$ cat src/rtl/llc_err_pkg.sv
package llc_err_pkg;

   // register word offsets (software-visible map)
   localparam int OFS_STAT = 10;
   localparam int OFS_CTRL = 11;
   localparam int OFS_LOG  = 12;
   localparam int OFS_ALOG = 13;
   localparam int OFS_BLOG = 14;

   // status bit positions
   localparam int S_CIRQ = 0;
   localparam int S_UIRQ = 1;
   localparam int S_CE   = 2;
   localparam int S_UE   = 3;
   localparam int S_MCE  = 4;
   localparam int S_MUE  = 5;
   localparam int S_EVD  = 6;
   localparam int S_MHIT = 8;
   localparam int S_DATA = 9;
   localparam int STAT_W = 10;
   localparam logic [STAT_W-1:0] STAT_MASK = 10'h37F;

   // control bit positions
   localparam int C_CDET = 0;
   localparam int C_UDET = 1;
   localparam int C_CIE  = 2;
   localparam int C_UIE  = 3;
   localparam int CTRL_W = 4;

   localparam logic [8:0] TAG_BAD_SYN = 9'd9;

   function automatic logic data_syn_untrusted(input logic [8:0] s);
      case (s)
         9'h007, 9'h00D, 9'h00E, 9'h019, 9'h01A,
         9'h01C, 9'h041, 9'h04E, 9'h0B4, 9'h13C: return 1'b1;
         default:                               return 1'b0;
      endcase
   endfunction

endpackage

$ cat src/rtl/llc_err_classify.sv
module llc_err_classify
   import llc_err_pkg::*;
#(
   parameter int SYN_W      = 9,
   parameter bit PROMOTE_EN = 1'b1
) (
   input  logic             early_rev_i,
   input  logic             uncorr_i,
   input  logic             data_i,
   input  logic [SYN_W-1:0] syn_i,
   output logic             uc_eff_o
);

   logic promote;

   generate
      if (PROMOTE_EN) begin : g_promote
         if (SYN_W != 9) begin : g_bad_syn
            $error("llc_err_classify: promotion needs a 9-bit syndrome");
         end
         always_comb begin
            promote = 1'b0;
            if (early_rev_i && !uncorr_i) begin
               if (data_i) promote = data_syn_untrusted(syn_i[8:0]);
               else        promote = (syn_i[8:0] == TAG_BAD_SYN);
            end
         end
      end else begin : g_no_promote
         assign promote = 1'b0;
      end
   endgenerate

   assign uc_eff_o = uncorr_i | promote;

endmodule

$ cat src/rtl/llc_err_core.sv
module llc_err_core
   import llc_err_pkg::*;
#(
   parameter int DATA_W   = 32,
   parameter int SYN_W    = 9,
   parameter int WAY_W    = 6,
   parameter int AGT_W    = 4,
   parameter int OP_W     = 4,
   parameter int GRP_W    = 4,
   parameter int BANK_W   = 4,
   parameter int PA_W     = 42,
   parameter int LINE_OFS = 6
) (
   input  logic                     clk_i,
   input  logic                     rst_ni,
   input  logic                     ev_valid_i,
   input  logic                     ev_uc_i,
   input  logic                     ev_data_i,
   input  logic                     ev_multihit_i,
   input  logic                     ev_evdrop_i,
   input  logic [SYN_W-1:0]         ev_syn_i,
   input  logic [WAY_W-1:0]         ev_way_i,
   input  logic [AGT_W-1:0]         ev_agent_i,
   input  logic [OP_W-1:0]          ev_op_i,
   input  logic [GRP_W-1:0]         ev_group_i,
   input  logic [BANK_W-1:0]        ev_bank_i,
   input  logic [PA_W-1:LINE_OFS]   ev_line_i,
   input  logic                     wr_stat_i,
   input  logic                     wr_ctrl_i,
   input  logic [DATA_W-1:0]        wdata_i,
   output logic [STAT_W-1:0]        stat_o,
   output logic [CTRL_W-1:0]        ctrl_o,
   output logic [DATA_W-1:0]        log_o,
   output logic [DATA_W-1:0]        alog_o,
   output logic [DATA_W-1:0]        blog_o
);

   localparam int PAH_W = PA_W - LINE_OFS - DATA_W;

   logic [STAT_W-1:0] st_q, st_d;
   logic [CTRL_W-1:0] ctrl_q;
   logic [DATA_W-1:0] log_q, alog_q, blog_q;
   logic              accept, first;

   assign accept = ev_valid_i && (ev_uc_i ? ctrl_q[C_UDET] : ctrl_q[C_CDET]);
   assign first  = !(st_q[S_CE] || st_q[S_UE]);

   always_comb begin
      st_d = st_q;
      if (accept) begin
         if (first) st_d[S_DATA] = ev_data_i;
         if (ev_uc_i) begin
            if (st_q[S_UE]) st_d[S_MUE] = 1'b1;
            st_d[S_UE]   = 1'b1;
            st_d[S_UIRQ] = 1'b1;
         end else begin
            if (st_q[S_CE]) st_d[S_MCE] = 1'b1;
            st_d[S_CE]   = 1'b1;
            st_d[S_CIRQ] = 1'b1;
         end
         if (ev_multihit_i) st_d[S_MHIT] = 1'b1;
         if (ev_evdrop_i)   st_d[S_EVD]  = 1'b1;
      end
      if (wr_stat_i) begin
         if (wdata_i == '0)      st_d = '0;
         else if (&wdata_i)      st_d = STAT_MASK;
      end
   end

   always_ff @(posedge clk_i or negedge rst_ni) begin
      if (!rst_ni) begin
         st_q   <= '0;
         ctrl_q <= '0;
         log_q  <= '0;
         alog_q <= '0;
         blog_q <= '0;
      end else begin
         st_q <= st_d;
         if (wr_ctrl_i) ctrl_q <= wdata_i[CTRL_W-1:0];
         if (accept && first) begin
            log_q  <= {ev_syn_i, ev_way_i, ev_agent_i, 1'b0, ev_group_i, ev_op_i,
                       ev_line_i[PA_W-1 -: PAH_W]};
            alog_q <= ev_line_i[LINE_OFS+DATA_W-1:LINE_OFS];
            blog_q <= {{(DATA_W-BANK_W){1'b0}}, ev_bank_i};
         end
      end
   end

   assign stat_o = st_q;
   assign ctrl_o = ctrl_q;
   assign log_o  = log_q;
   assign alog_o = alog_q;
   assign blog_o = blog_q;

endmodule

$ cat src/rtl/llc_err_rdmux.sv
module llc_err_rdmux
   import llc_err_pkg::*;
#(
   parameter int DATA_W = 32,
   parameter int ADDR_W = 4
) (
   input  logic [ADDR_W-1:0] addr_i,
   input  logic [STAT_W-1:0] stat_i,
   input  logic [CTRL_W-1:0] ctrl_i,
   input  logic [DATA_W-1:0] log_i,
   input  logic [DATA_W-1:0] alog_i,
   input  logic [DATA_W-1:0] blog_i,
   output logic [DATA_W-1:0] rdata_o
);

   localparam logic [ADDR_W-1:0] A_STAT = ADDR_W'(OFS_STAT);
   localparam logic [ADDR_W-1:0] A_CTRL = ADDR_W'(OFS_CTRL);
   localparam logic [ADDR_W-1:0] A_LOG  = ADDR_W'(OFS_LOG);
   localparam logic [ADDR_W-1:0] A_ALOG = ADDR_W'(OFS_ALOG);
   localparam logic [ADDR_W-1:0] A_BLOG = ADDR_W'(OFS_BLOG);

   always_comb begin
      case (addr_i)
         A_STAT:  rdata_o = {{(DATA_W-STAT_W){1'b0}}, stat_i};
         A_CTRL:  rdata_o = {{(DATA_W-CTRL_W){1'b0}}, ctrl_i};
         A_LOG:   rdata_o = log_i;
         A_ALOG:  rdata_o = alog_i;
         A_BLOG:  rdata_o = blog_i;
         default: rdata_o = '0;
      endcase
   end

endmodule

$ cat src/rtl/llc_err_report.sv
module llc_err_report
   import llc_err_pkg::*;
#(
   parameter int DATA_W     = 32,
   parameter int ADDR_W     = 4,
   parameter int SYN_W      = 9,
   parameter int WAY_W      = 6,
   parameter int AGT_W      = 4,
   parameter int OP_W       = 4,
   parameter int GRP_W      = 4,
   parameter int BANK_W     = 4,
   parameter int PA_W       = 42,
   parameter int LINE_OFS   = 6,
   parameter bit PROMOTE_EN = 1'b1
) (
   input  logic                   clk_i,
   input  logic                   rst_ni,
   input  logic                   early_rev_i,
   input  logic                   ev_valid_i,
   input  logic                   ev_uncorr_i,
   input  logic                   ev_data_i,
   input  logic                   ev_multihit_i,
   input  logic                   ev_evdrop_i,
   input  logic [SYN_W-1:0]       ev_syn_i,
   input  logic [WAY_W-1:0]       ev_way_i,
   input  logic [AGT_W-1:0]       ev_agent_i,
   input  logic [OP_W-1:0]        ev_op_i,
   input  logic [GRP_W-1:0]       ev_group_i,
   input  logic [BANK_W-1:0]      ev_bank_i,
   input  logic [PA_W-1:LINE_OFS] ev_line_i,
   input  logic                   reg_we_i,
   input  logic [ADDR_W-1:0]      reg_addr_i,
   input  logic [DATA_W-1:0]      reg_wdata_i,
   output logic [DATA_W-1:0]      reg_rdata_o,
   output logic                   irq_corr_o,
   output logic                   irq_uncorr_o
);

   localparam int LOG_BITS = SYN_W + WAY_W + AGT_W + 1 + GRP_W + OP_W + (PA_W - LINE_OFS - DATA_W);

   if (LOG_BITS != DATA_W) begin : g_bad_layout
      $error("llc_err_report: log fields do not fill one register word");
   end
   if (BANK_W > DATA_W || STAT_W > DATA_W) begin : g_bad_width
      $error("llc_err_report: field wider than register word");
   end
   if ((1 << ADDR_W) <= OFS_BLOG) begin : g_bad_addr
      $error("llc_err_report: address too narrow for register map");
   end

   logic              uc_eff;
   logic              wr_stat, wr_ctrl;
   logic [STAT_W-1:0] st_q;
   logic [CTRL_W-1:0] ctrl_q;
   logic [DATA_W-1:0] log_q, alog_q, blog_q;

   assign wr_stat = reg_we_i && (reg_addr_i == ADDR_W'(OFS_STAT));
   assign wr_ctrl = reg_we_i && (reg_addr_i == ADDR_W'(OFS_CTRL));

   llc_err_classify #(.SYN_W(SYN_W), .PROMOTE_EN(PROMOTE_EN)) classify_i (
      .early_rev_i (early_rev_i),
      .uncorr_i    (ev_uncorr_i),
      .data_i      (ev_data_i),
      .syn_i       (ev_syn_i),
      .uc_eff_o    (uc_eff)
   );

   llc_err_core #(
      .DATA_W(DATA_W), .SYN_W(SYN_W), .WAY_W(WAY_W), .AGT_W(AGT_W), .OP_W(OP_W),
      .GRP_W(GRP_W), .BANK_W(BANK_W), .PA_W(PA_W), .LINE_OFS(LINE_OFS)
   ) core_i (
      .clk_i         (clk_i),
      .rst_ni        (rst_ni),
      .ev_valid_i    (ev_valid_i),
      .ev_uc_i       (uc_eff),
      .ev_data_i     (ev_data_i),
      .ev_multihit_i (ev_multihit_i),
      .ev_evdrop_i   (ev_evdrop_i),
      .ev_syn_i      (ev_syn_i),
      .ev_way_i      (ev_way_i),
      .ev_agent_i    (ev_agent_i),
      .ev_op_i       (ev_op_i),
      .ev_group_i    (ev_group_i),
      .ev_bank_i     (ev_bank_i),
      .ev_line_i     (ev_line_i),
      .wr_stat_i     (wr_stat),
      .wr_ctrl_i     (wr_ctrl),
      .wdata_i       (reg_wdata_i),
      .stat_o        (st_q),
      .ctrl_o        (ctrl_q),
      .log_o         (log_q),
      .alog_o        (alog_q),
      .blog_o        (blog_q)
   );

   llc_err_rdmux #(.DATA_W(DATA_W), .ADDR_W(ADDR_W)) rdmux_i (
      .addr_i  (reg_addr_i),
      .stat_i  (st_q),
      .ctrl_i  (ctrl_q),
      .log_i   (log_q),
      .alog_i  (alog_q),
      .blog_i  (blog_q),
      .rdata_o (reg_rdata_o)
   );

   assign irq_corr_o   = st_q[S_CIRQ] & ctrl_q[C_CIE];
   assign irq_uncorr_o = st_q[S_UIRQ] & ctrl_q[C_UIE];

endmodule

$ cat config.mk
export PLATFORM = sky130hd
export DESIGN_NAME = llc_err_report
export DESIGN_NICKNAME = d
export VERILOG_FILES = /design/src/rtl/llc_err_pkg.sv /design/src/rtl/llc_err_classify.sv /design/src/rtl/llc_err_core.sv /design/src/rtl/llc_err_rdmux.sv /design/src/rtl/llc_err_report.sv
export SDC_FILE = /design/constraint.sdc
export NUM_CORES = 1
export LEC_CHECK = 0
export BUFFER_PORTS_ARGS = -buffer_cell sky130_fd_sc_hd__clkbuf_2
export CAP_MARGIN = 0
export CORE_ASPECT_RATIO = 1.4
export CORE_MARGIN = 2
export CORE_UTILIZATION = 51
export DETAILED_ROUTE_END_ITERATION = 8
export HOLD_SLACK_MARGIN = 0.15
export PLACE_DENSITY = 0.81
export RECOVER_POWER = 100
export SLEW_MARGIN = 40
export SYNTH_ARGS = -nofsm -noshare
export SYNTH_HDL_FRONTEND = slang
export SYNTH_HIERARCHICAL = 1
export SYNTH_SLANG_ARGS = --single-unit
$ cat constraint.sdc
create_clock -name clk_i -period 2.3 [get_ports clk_i]
set_input_delay 0 -clock clk_i [delete_from_list [all_inputs] [get_ports clk_i]]
set_output_delay 0 -clock clk_i [all_outputs]
set_load 0.05 [all_outputs]
==> impl_results.md <==
- Max Cap Viol: 1
- CP max FO: 30
- CTS Buf Count: 9
- Hold Crit Class: input pin to flop
- Htree depth: 3
- Root buffer cell: clkbuf_16
- Area Growth Syn to Fin: 40.9%
- Final core utilization: 72.8%
- Placer Congestion: 0.862
- Share of cells above drive strength 1: 40.6%
- Worst rel slew slack: -17.3%
- Die height: 114 µm
- Maximum clock rate: 454 MHz
- Syn Std Cell Area: 0.00437 mm²
- Commonest cells in the synthesized netlist: 80 x dfrtp_1, 55 x mux2_2, 30 x buf_4
- Iteration-0 DRC Markers: 319
- Final Slew Violations: 81
- Clock Latency Late Sink: 0.33 ns
- Synth warn: 6
- Placed insts: 618
- Yosys top cell by area: dfrtp_1
- ANT nets after route: 0
- Fill cell count: 573
- Synth Flop Type: dfrtp_1
- Leak pwr: 0.00316 µW
- Largest net degree at the start of global routing: 81
- Top cells by area, synth: dfrtp_1 46%, mux2_2 14%, mux2_4 6.5%, buf_4 5.2%, a222oi_1 5.0%
- Multi-input logic area: 0.00204 mm²
- Outcome: finished, violations left
- ANT cells: 0
- Synth top area share: 45.8%
- P per Cell Area: 872 mW/mm²
- #FFs+latches synth: 80
- Initial Utilization: 51.7%
- WP data arrival: 2.42 ns
- Worst-Margin Slew: 1.76 ns
- Failing checks: max-capacitance violations, max-slew violations
- Number of global-route vias before repair: 4027
- Critical Path Sink Type: flop
- CP required: 2.52 ns
- Die Wd: 82.2 µm
- Ys async rst share: 100%
- Die Area: 0.00934 mm²
- Routed WL per cell: 17.1 µm
- Clock sinks: 80
- DR vias: 3915
- Synthesized instance count: 382
- Clock Skews: 0.00705 ns
- CTS tree: done
- Reg clk slew, reported paths: 0.06 ns
- Syn_area_per_cell: 11.4 µm²
- Final period utilization: 95.7%
- DRC: 0
- First-pass GRT wire length: 18.5 mm
- Critical path class: input pin to flop
- Post-DP HPWL: 7.78 mm
- Initial antenna violation count: 0
- I/O pins: 146
- Seq/Total Area, Yosys: 45.8%
- Post-synth EDFFs: 0
- Filler-free cell count of the finished design: 709
- CTS Buffer Depth: 2
- Row count: 40
- Startpoint Class: input pin
- Yosys cell types: 44
- Worst slack at placement: -0.155 ns
- Core area: 0.00846 mm²
- Routed wire length: 12.1 mm
- Nets: 713
- Gr ovfl total: 0
- Most frequent cell after synthesis: dfrtp_1
- DR vias/cell: 5.52
- IO buf count: 145
- Hold Violations, Final: 0
- Fin worst setup slack: 0.0983 ns
- Final setup violation count: 0
- Drt first pass iters: 8
- Minimum clock period: 2.20 ns
- Storage element area: 0.00200 mm²
- Maximum vdd ir drop: 0.520 mV
- Total Routing Usage GR: 26.2%
## worst max-delay path, stage by stage
cell           delay [ns]
dlygate4sd3_1        0.52
clkbuf_2             0.15
inv_1                0.07
a311oi_2             0.21
a31oi_1              0.19
mux2i_1              0.17
or4b_4               0.52
buf_6                0.22
mux2_4               0.33
## layer usage
layer  up-vias  track usage (%)  wire length, µm
li1       1805                -                -
met1      1922             26.9             4460
met2       154             48.8             6670
met3        34             5.78              604
met4         0             12.0              356
met5         -                0                0
## flip-flops by register name (all words and copies together), names as in the netlist
register and count:
core_i/stat_o 9, core_i/ctrl_o 4, core_i/blog_o 4, core_i/log_o 31
core_i/alog_o 32
## kinds of logic after synthesis
logic type | after synthesis | share of synthesized area (%)
AO/OA/AOI/OAI | 58 | 10.5
XOR/XNOR | 1 | 0.200
buffers and inverters | 78 | 10.2
flip-flops | 80 | 45.8
multiplexers | 77 | 21.4
other | 1 | 0.0858
AND/OR/NAND/NOR | 87 | 11.8
## path summary, 6_finish.rpt
path,startpoint,to,slack (ns),depth (start not counted)
setup / recovery,ev_data_i,core_i/alog_o[13]$_DFFE_PN0P_,0.1,9
hold / removal,reg_wdata_i[21],core_i/stat_o[9]$_DFF_PN0_,0.20,5
setup reg to reg,core_i/ctrl_o[1]$_DFFE_PN0P_,core_i/alog_o[13]$_DFFE_PN0P_,0.57,4
hold reg to reg,core_i/log_o[25]$_DFFE_PN0P_,core_i/log_o[25]$_DFFE_PN0P_,0.51,1
max in group asynchronous,rst_ni,core_i/blog_o[2]$_DFFE_PN0P_,0.55,2
min in group asynchronous,rst_ni,core_i/alog_o[13]$_DFFE_PN0P_,0.69,2
## placed cells by master (no fill, tap or decap), types with 9 or more instances in the layout
cell	synthesis	routed
mux2_4	19	19
conb_1	1	30
dlygate4sd3_1	0	76
mux2_2	55	55
clkbuf_2	0	139
clkbuf_16	0	9
nor2_1	10	10
a222oi_1	22	22
nand4_1	10	10
a21oi_1	19	19
inv_1	26	26
nand3_1	19	19
dfrtp_1	80	80
## per-stage QoR
stage	instance area, µm²	hold WS (ns)	power, µW	setup TNS [ns]
after global routing	6160	0.219	5640	-0.000181
after floorplan	4480	-0.296	3320	0
final	6160	0.201	5370	0
after detailed placement	5120	0.0868	3760	-8.05
after CTS	6190	0.195	5360	0
after global placement	5110	0.219	3640	-0.245
## power by group
part	switching, µW	total, µW	internal, µW	leakage (µW)
Clock	535	1500	964	0.000154
Sequential	370	2390	2020	0.000975
Combinational	664	1480	813	0.00203
Total	1570	5370	3800	0.00316
## final cells by class
class	instances	area share, %
inverters	26	1.59
clock inverters	4	1.14
well taps	105	2.13
multi-input cells	253	33.2
repair buffers	231	25.6
flip-flops and latches	80	32.5
clock buffers	10	3.88
## repair_timing
| item | in CTS | in global routing |
|---|---|---|
| resized for setup | 0 | 3 |
| endpoints found under the setup margin | 0 | 68 |
| buffers inserted | 0 | 1 |
| hold buffers | 76 | 0 |
| endpoints found under the hold margin | 158 | 0 |
No activity file was read; power rests on OpenSTA's default activity.
